==> src/rtl/scl_timing_pkg.sv <==
package scl_timing_pkg;

    localparam int DIV_W      = 8;
    localparam int CNT_W      = 8;
    localparam int LOW_EXTRA  = 7;
    localparam int HIGH_EXTRA = 5;
    localparam int LEN_W      = CNT_W + 1;

    typedef enum logic [1:0] {
        PH_OFF  = 2'd0,
        PH_LOW  = 2'd1,
        PH_WAIT = 2'd2,
        PH_HIGH = 2'd3
    } scl_phase_e;

    typedef struct packed {
        logic [DIV_W-1:0] div;
        logic [CNT_W-1:0] low;
        logic [CNT_W-1:0] high;
    } scl_cfg_t;

    function automatic logic [LEN_W-1:0] phase_ticks(input logic [CNT_W-1:0] val,
                                                     input int extra);
        return LEN_W'(val) + LEN_W'(extra);
    endfunction

    function automatic logic [LEN_W-1:0] mid_tick(input logic [LEN_W-1:0] len);
        return len >> 1;
    endfunction

endpackage

==> src/rtl/scl_cfg_regs.sv <==
module scl_cfg_regs
    import scl_timing_pkg::*;
(
    input  logic     clk,
    input  logic     rst,
    input  logic     enable,
    input  logic     we,
    input  scl_cfg_t wr_cfg,
    output scl_cfg_t cfg
);

    scl_cfg_t cfg_q;

    always_ff @(posedge clk) begin
        if (rst) begin
            cfg_q <= '0;
        end else if (we && !enable) begin
            cfg_q <= wr_cfg;
        end
    end

    assign cfg = cfg_q;


    cfg_locked_chk: assert property (@(posedge clk) disable iff (rst)
        enable |=> $stable(cfg_q));

endmodule

==> src/rtl/scl_prescaler.sv <==
module scl_prescaler
    import scl_timing_pkg::*;
(
    input  logic             clk,
    input  logic             rst,
    input  logic             run,
    input  logic             restart,
    input  logic [DIV_W-1:0] div,
    output logic             tick
);

    logic [DIV_W-1:0] cnt_q;

    always_ff @(posedge clk) begin
        if (rst || !run || restart) begin
            cnt_q <= '0;
        end else if (cnt_q == div) begin
            cnt_q <= '0;
        end else begin
            cnt_q <= cnt_q + 1'b1;
        end
    end

    assign tick = run && !restart && (cnt_q == div);


    div_range_chk: assert property (@(posedge clk) disable iff (rst)
        cnt_q <= div);

endmodule

==> src/rtl/scl_phase_fsm.sv <==
module scl_phase_fsm
    import scl_timing_pkg::*;
(
    input  logic       clk,
    input  logic       rst,
    input  logic       enable,
    input  logic       tick,
    input  logic       scl_in,
    input  scl_cfg_t   cfg,
    output scl_phase_e phase,
    output logic       drive_low,
    output logic       drive_stb,
    output logic       sample_stb
);

    scl_phase_e       ph_q;
    logic [LEN_W-1:0] cnt_q;
    logic [LEN_W-1:0] low_len;
    logic [LEN_W-1:0] high_len;

    assign low_len  = phase_ticks(cfg.low, LOW_EXTRA);
    assign high_len = phase_ticks(cfg.high, HIGH_EXTRA);

    always_ff @(posedge clk) begin
        if (rst || !enable) begin
            ph_q  <= PH_OFF;
            cnt_q <= '0;
        end else begin
            unique case (ph_q)
                PH_OFF: begin
                    ph_q  <= PH_LOW;
                    cnt_q <= '0;
                end
                PH_LOW: begin
                    if (tick) begin
                        if (cnt_q == low_len - 1'b1) begin
                            ph_q  <= PH_WAIT;
                            cnt_q <= '0;
                        end else begin
                            cnt_q <= cnt_q + 1'b1;
                        end
                    end
                end
                PH_WAIT: begin
                    cnt_q <= '0;
                    if (scl_in) begin
                        ph_q <= PH_HIGH;
                    end
                end
                PH_HIGH: begin
                    if (tick) begin
                        if (cnt_q == high_len - 1'b1) begin
                            ph_q  <= PH_LOW;
                            cnt_q <= '0;
                        end else begin
                            cnt_q <= cnt_q + 1'b1;
                        end
                    end
                end
                default: begin
                    ph_q  <= PH_OFF;
                    cnt_q <= '0;
                end
            endcase
        end
    end

    assign phase      = ph_q;
    assign drive_low  = (ph_q == PH_LOW);
    assign drive_stb  = tick && (ph_q == PH_LOW)  && (cnt_q == mid_tick(low_len));
    assign sample_stb = tick && (ph_q == PH_HIGH) && (cnt_q == mid_tick(high_len));


    stretch_hold_chk: assert property (@(posedge clk) disable iff (rst)
        (ph_q == PH_WAIT) && !scl_in && enable |=> (ph_q == PH_WAIT));


    high_entry_chk: assert property (@(posedge clk) disable iff (rst)
        (ph_q == PH_HIGH) && ($past(ph_q) != PH_HIGH) |-> $past(scl_in));

endmodule

==> src/rtl/scl_timing_gen.sv <==
module scl_timing_gen
    import scl_timing_pkg::*;
(
    input  logic             clk,
    input  logic             rst,
    input  logic             enable,
    input  logic             cfg_we,
    input  logic [DIV_W-1:0] cfg_div,
    input  logic [CNT_W-1:0] cfg_low,
    input  logic [CNT_W-1:0] cfg_high,
    input  logic             scl_in,
    output logic             scl_drive_low,
    output logic             drive_stb,
    output logic             sample_stb
);

    scl_cfg_t   wr_cfg;
    scl_cfg_t   cfg;
    scl_phase_e phase;
    logic       tick;
    logic       hold_div;

    assign wr_cfg = '{div: cfg_div, low: cfg_low, high: cfg_high};

    scl_cfg_regs u_cfg (
        .clk    (clk),
        .rst    (rst),
        .enable (enable),
        .we     (cfg_we),
        .wr_cfg (wr_cfg),
        .cfg    (cfg)
    );

    assign hold_div = (phase == PH_OFF) || (phase == PH_WAIT);

    scl_prescaler u_div (
        .clk     (clk),
        .rst     (rst),
        .run     (enable),
        .restart (hold_div),
        .div     (cfg.div),
        .tick    (tick)
    );

    scl_phase_fsm u_fsm (
        .clk        (clk),
        .rst        (rst),
        .enable     (enable),
        .tick       (tick),
        .scl_in     (scl_in),
        .cfg        (cfg),
        .phase      (phase),
        .drive_low  (scl_drive_low),
        .drive_stb  (drive_stb),
        .sample_stb (sample_stb)
    );


    off_release_chk: assert property (@(posedge clk) disable iff (rst)
        !enable |=> !scl_drive_low && !drive_stb && !sample_stb);


    drive_mid_chk: assert property (@(posedge clk) disable iff (rst)
        drive_stb && enable |=> scl_drive_low);


    sample_mid_chk: assert property (@(posedge clk) disable iff (rst)
        sample_stb && enable |=> !scl_drive_low);

endmodule

==> config.mk <==
export PLATFORM = sky130hd
export DESIGN_NAME = scl_timing_gen
export DESIGN_NICKNAME = d
export VERILOG_FILES = /design/src/rtl/scl_timing_pkg.sv /design/src/rtl/scl_cfg_regs.sv /design/src/rtl/scl_prescaler.sv /design/src/rtl/scl_phase_fsm.sv /design/src/rtl/scl_timing_gen.sv
export SDC_FILE = /design/constraint.sdc
export NUM_CORES = 1
export LEC_CHECK = 0
export BUFFER_PORTS_ARGS = -buffer_cell sky130_fd_sc_hd__buf_2
export CAP_MARGIN = 10
export CORE_UTILIZATION = 55
export CTS_CLUSTER_DIAMETER = 150
export CTS_CLUSTER_SIZE = 16
export DETAILED_ROUTE_END_ITERATION = 10
export PLACE_DENSITY = 0.83
export SYNTH_ARGS = -nofsm -noshare
export SYNTH_HDL_FRONTEND = slang
export SYNTH_SLANG_ARGS = --single-unit
==> constraint.sdc <==
create_clock -name clk -period 7.9 [get_ports clk]
set_input_delay 0.79 -clock clk [delete_from_list [all_inputs] [get_ports clk]]
set_output_delay 0.79 -clock clk [all_outputs]
set_load 0.005 [all_outputs]
After elaboration in Yosys (flattened, before gate mapping). Index checks and enable logic that the tools add are counted.

Register bits after elaboration: 43. Bits of input ports: 29.

$add $sub $neg: 6. Equal/unequal tests: 13. Mux-type cells: 11. Reductions and logical operators: 17.

Operators with widths (number): $mux W9 (4); $pmux W9 S3 (1); $add A8 B3 Y9 const B (2); $eq A9 B8 Y1 (2); $eq A9 B9 Y1 (2); $sub A9 B1 Y9 const B (2); $mux W2 (5); $add A9 B1 Y9 const B (1); $add A8 B1 Y8 const B (1); $eq A8 B8 Y1 (1); $ne A2 B1 Y1 const B (4); $pmux W2 S4 (1); $logic_and A1 B1 Y1 (7); $reduce_and A5 Y1 (1); $eq A2 B2 Y1 const B (2); $reduce_or A2 Y1 (2); $logic_or A1 B1 Y1 (3); $eq A2 B1 Y1 const B (1); $logic_not A1 Y1 (2); $logic_not A2 Y1 (1); $ne A2 B2 Y1 const B (1); $reduce_and A2 Y1 (1).

Longest topological paths before layout.
Word-level depth: 7. Mapped depth: 12.

By module. Synthesis repeated with hierarchy kept, for this count alone.

Cell total of the unflattened synthesis: 395. Area, all modules: 3525.9 um^2.

Modules (own cells, without submodules): scl_phase_fsm (times used 1, cells an instance 240, area each 1873.0 um^2); scl_cfg_regs (times used 1, cells an instance 108, area each 1168.6 um^2); scl_prescaler (times used 1, cells an instance 46, area each 480.5 um^2); scl_timing_gen (times used 1, cells an instance 1, area each 3.8 um^2).

Least setup slack after synthesis. Ideal clock, no wire load.

Path kind: reg2reg. Start: reg u_cfg.cfg_q, in the netlist u_cfg.cfg[8]. End: reg u_fsm.cnt_q[0]. Setup time: 0.130 ns. Data arrival time: 2.878 ns. Slack: 4.892 ns. Cell stages (with the launch flop): 13. Buffers on the path: 2. Clock period less this slack: 3.008 ns. Cells stage by stage: dfxtp_1 buf_2 inv_1 ha_1 buf_2 nor2b_1 or3_1 a21o_1 a311o_1 a2111oi_0 nand3_1 a21oi_4 nor3_1.

Longest elaborated chain between the ends: 6.

RTL lines: from (decl) (line scl_cfg_regs.sv:12) `scl_cfg_t cfg_q;`; from (signal assigned) (line scl_cfg_regs.sv:18) `cfg_q <= wr_cfg;`; $add A8 B3 Y9 (line scl_timing_pkg.sv:24) `return LEN_W'(val) + LEN_W'(extra);`; $sub A9 B1 Y9 (line scl_phase_fsm.sv:36) `if (cnt_q == low_len - 1'b1) begin`; $eq A9 B9 Y1 (line scl_phase_fsm.sv:36); $mux W9 (line scl_phase_fsm.sv:36); $mux W9 (line scl_phase_fsm.sv:35) `if (tick) begin`; $pmux W9 S3 (line scl_phase_fsm.sv:29) `unique case (ph_q)`; to (signal assigned) (line scl_phase_fsm.sv:40) `cnt_q <= cnt_q + 1'b1;`; to (signal assigned) (line scl_phase_fsm.sv:56) `cnt_q <= cnt_q + 1'b1;`; to (decl) (line scl_phase_fsm.sv:17) `logic [LEN_W-1:0] cnt_q;`.

No other way between the ends. The select of a mux whose other input is x is not followed. A chain may end at the register's enable or synchronous reset.

Final worst setup path.
Start: reg u_cfg.cfg_q, in the netlist u_cfg.cfg[0]. End: out sample_stb.

Longest elaborated chain between the ends: 3.

RTL lines: $add A8 B3 Y9 (line scl_timing_pkg.sv:24); $eq A9 B8 Y1 (line scl_phase_fsm.sv:71) `assign sample_stb = tick && (ph_q == PH_HIGH) && (cnt_q == mid_tick(high_len));`; $logic_and A1 B1 Y1 (line scl_phase_fsm.sv:71); to (decl) (line scl_timing_gen.sv:14) `output logic sample_stb`.

No other way between the ends.

==> impl_metrics.tcl <==
set metrics [dict create \
    run_status "finished clean" \
    cp_max_fo 11 \
    max_freq_mhz 269 \
    slowest_delay_ns 0.52 \
    antenna_left 0 \
    hp-class "register to register" \
    nets 473 \
    cts.sinks 43 \
    r2r-end "u_fsm.cnt_q[1]" \
    rsz0062_at_grt "false" \
    io-pin-count 32 \
    final_cells 507 \
    p_per_area_mw_per_mm2 133 \
    cts_made_buffers 5 \
    clockRootBuffer "clkbuf_8" \
    utilization_pct 61.6 \
    syn-mean-instance-area_um2 7.59 \
    hold_violations 0 \
    arrival_ns 2.93 \
    finClkSkew_ns 0.00865 \
    switching_share_pct 29.8 \
    synth_nets 467 \
    slew-limit-headroom_pct 43.6 \
    die_y_um 78.9 \
    switchingPower_uw 137 \
    comb_power_share_pct 17.7 \
    grt_pass1_vias 2677 \
    initial_utilization_pct 57.9 \
    endpoint "sample_stb" \
    p_clk_share_pct 30.4 \
    fillers 540 \
    multi_input_area_mm2 0.00222 \
    vias 2909 \
    final_common_cell "nand2_1" \
    grt_first_pass_wirelength_mm 12.4 \
    dp_hpwl_mm 5.32 \
    cts_tree "done" \
    synth_edf_count 0 \
    overflow 0 \
    synth_cell_types 58 \
    fp-row-count 27 \
    route.detailed.drc 0 \
    drive_gt1_share_pct 10.3 \
    worst_pin_slew_ns 0.846 \
    cts.reportedPaths.clkPinSlew_ns 0.08 \
    postCtsHoldBufs 0 \
    wl_mm 7.10 \
    final_cell_mix "nand2_1 (66), xnor2_1 (48), dfxtp_1 (43)" \
    max-clock-path-buffers 2 \
    p_leak_uw 0.00123 \
    slowest_stage "or4_1" \
    fin_crit_sh_pct 47.1 \
    clk_latency_ns 0.30 \
    ir_drop_v 0.000109 \
    antenna_found_initial 0 \
    ys.flop_type "dfxtp_1" \
    floorplan.die.width_um 78.9 \
    worstSetupEndpointType "output port" \
    p_seq_share_pct 52.0 \
    critPathLaunchType "register" \
    diodes 0 \
    grt_use_total_pct 25.0 \
    setup_viol 0 \
    cap_violations 0 \
    ctsResizeCount 0 \
    firstDrtPassIters 4 \
    place.gp.congestion 0.917 \
    area.sequential_um2 861 \
    syn-cell-area_mm2 0.00325 \
    synthCells 428 \
    reg2reg_depth 10 \
    dieArea_mm2 0.00622 \
    layout_min_cycle_time_ns 3.72 \
    core_mm2 0.00561 \
    viasPerCell 5.74 \
    grt_max_degree 27 \
    synth_seq_cells 43 \
    maxSlewViolCount 0 \
    setup.worst_path.class "register to output port" \
    htreeDepth 2 \
    drt-initial-drc-count 183 \
    area_growth_pct 6.28 \
    required_ns 7.11 \
    r2r_setup_slack_ns 4.58 \
    cp-startpoint "u_cfg.cfg[0]" \
    intPower_uw 322 \
    synth-async-reset-ratio_pct 0 \
    post-cts-setup-buffer-count 0 \
    portBuffers 31 \
    setup_tns_ns 0 \
    ys_warn_count 0 \
    post_drt_wl_per_cell_um 14.0 \
    path_cells "ha_1 > o2111ai_1 > xor2_1 > xnor2_1 > or4_1 > nor4_1 > buf_2" \
    reg2reg_from "u_cfg.cfg[8]" \
    dp_cells 499 \
    yosysSeqAreaShare_pct 26.5 \
]
metal layers:
| metal | vias to the layer above | track usage (%) | part of all wire [%] |
|---|---|---|---|
| met5 | - | 0 | 0 |
| met4 | 0 | 7.27 | 1.4 |
| met3 | 10 | 3.91 | 3.6 |
| met2 | 63 | 42.8 | 48 |
| met1 | 1334 | 32.3 | 47 |
| li1 | 1502 | - | - |
sequential cells by signal, indices dropped and copies added (netlist names):
signal,cells
u_fsm.phase,2
u_fsm.cnt_q,9
u_cfg.cfg,24
u_div.cnt_q,8
power groups by stage:
| stage | sequential, µW | combinational [µW] | clock, µW |
|---|---|---|---|
| CTS | 238 | 80.7 | 141 |
| global route | 240 | 90.7 | 151 |
| detailed placement | 243 | 80.3 | 0 |
| floorplan | 233 | 69.1 | 0 |
| finish | 238 | 80.9 | 139 |
| global placement | 242 | 78.1 | 0 |
worst max-delay path: cells and delay by family, from the launching register on:
kind	cells	cell delay (ns)
simple gates	2	0.92
flops	1	0.51
xor+xnor	2	0.50
fa+ha+maj	1	0.37
buf+inv	1	0.19
compound gates	1	0.15
worst min-delay path by stage:
stage	start	endpoint	cells past startpoint
global route	u_cfg.cfg[21]	u_cfg.cfg[21]	2
finish	u_cfg.cfg[21]	u_cfg.cfg[21]	2
detailed placement	u_cfg.cfg[21]	u_cfg.cfg[21]	2
CTS	u_cfg.cfg[21]	u_cfg.cfg[21]	2
floorplan	u_cfg.cfg[16]	u_cfg.cfg[16]	2
global placement	u_cfg.cfg[18]	u_cfg.cfg[18]	2
cell type report:
class                           count  share of cell area (%)
Multi-Input combinational cell    343                    64.3
Tap cell                           72                    2.61
Clock buffer                        6                    2.10
Timing Repair Buffer               32                    4.71
Inverter                            9                   0.979
Sequential cell                    43                    24.9
Clock inverter                      2                   0.362
logic make-up (layout without fill, tap and decap cells):
logic type	count (synthesis)	in the layout	share of synthesized area, %
xor+xnor	69	69	19.1
flops	43	43	26.5
simple gates	178	178	27.4
mux	5	5	1.54
buf+inv	42	49	5.16
fa+ha+maj	10	10	3.85
compound gates	81	81	16.5
cells in the mapped netlist, types with 2 or more instances:
| library cell | instances | area, µm² |
|---|---|---|
| nand2_1 | 66 | 248 |
| xnor2_1 | 48 | 420 |
| dfxtp_1 | 43 | 861 |
| a21oi_1 | 34 | 170 |
| clkbuf_1 | 22 | 82.6 |
| nor2_1 | 22 | 82.6 |
| xor2_1 | 20 | 175 |
| nand3_1 | 17 | 85.1 |
| nor3_1 | 17 | 85.1 |
| ha_1 | 10 | 125 |
| o21ai_0 | 10 | 50.1 |
| inv_1 | 9 | 33.8 |
| nand4_1 | 8 | 50.1 |
| nor2b_1 | 7 | 43.8 |
| and3_1 | 6 | 37.5 |
| a211oi_1 | 5 | 37.5 |
| buf_1 | 5 | 18.8 |
| buf_2 | 5 | 25.0 |
| mux2i_1 | 5 | 50.1 |
| or3_1 | 5 | 31.3 |
| and2_1 | 4 | 25.0 |
| nand2b_1 | 4 | 25.0 |
| or4_1 | 4 | 30.0 |
| a311o_1 | 3 | 30.0 |
| a31oi_1 | 3 | 18.8 |
| nor3b_1 | 3 | 22.5 |
| nor4_1 | 3 | 18.8 |
| o211ai_1 | 3 | 22.5 |
| o31a_1 | 3 | 26.3 |
| a21o_1 | 2 | 15.0 |
| a32oi_1 | 2 | 17.5 |
| and4_1 | 2 | 17.5 |
| nand3b_1 | 2 | 15.0 |
| o2111ai_1 | 2 | 17.5 |
per-stage QoR:
stage          setup slack [ns]  power (µW)  cell area, µm²  hold slack (ns)
2_1_floorplan              4.89         303            3250            0.449
3_3_place_gp               4.56         321            3370            0.461
3_5_place_dp               4.52         323            3370            0.462
4_1_cts                    4.20         460            3450            0.474
5_1_grt                    3.97         482            3450            0.499
6_report                   4.18         458            3450            0.475
Power figures use the tool's default switching activity.
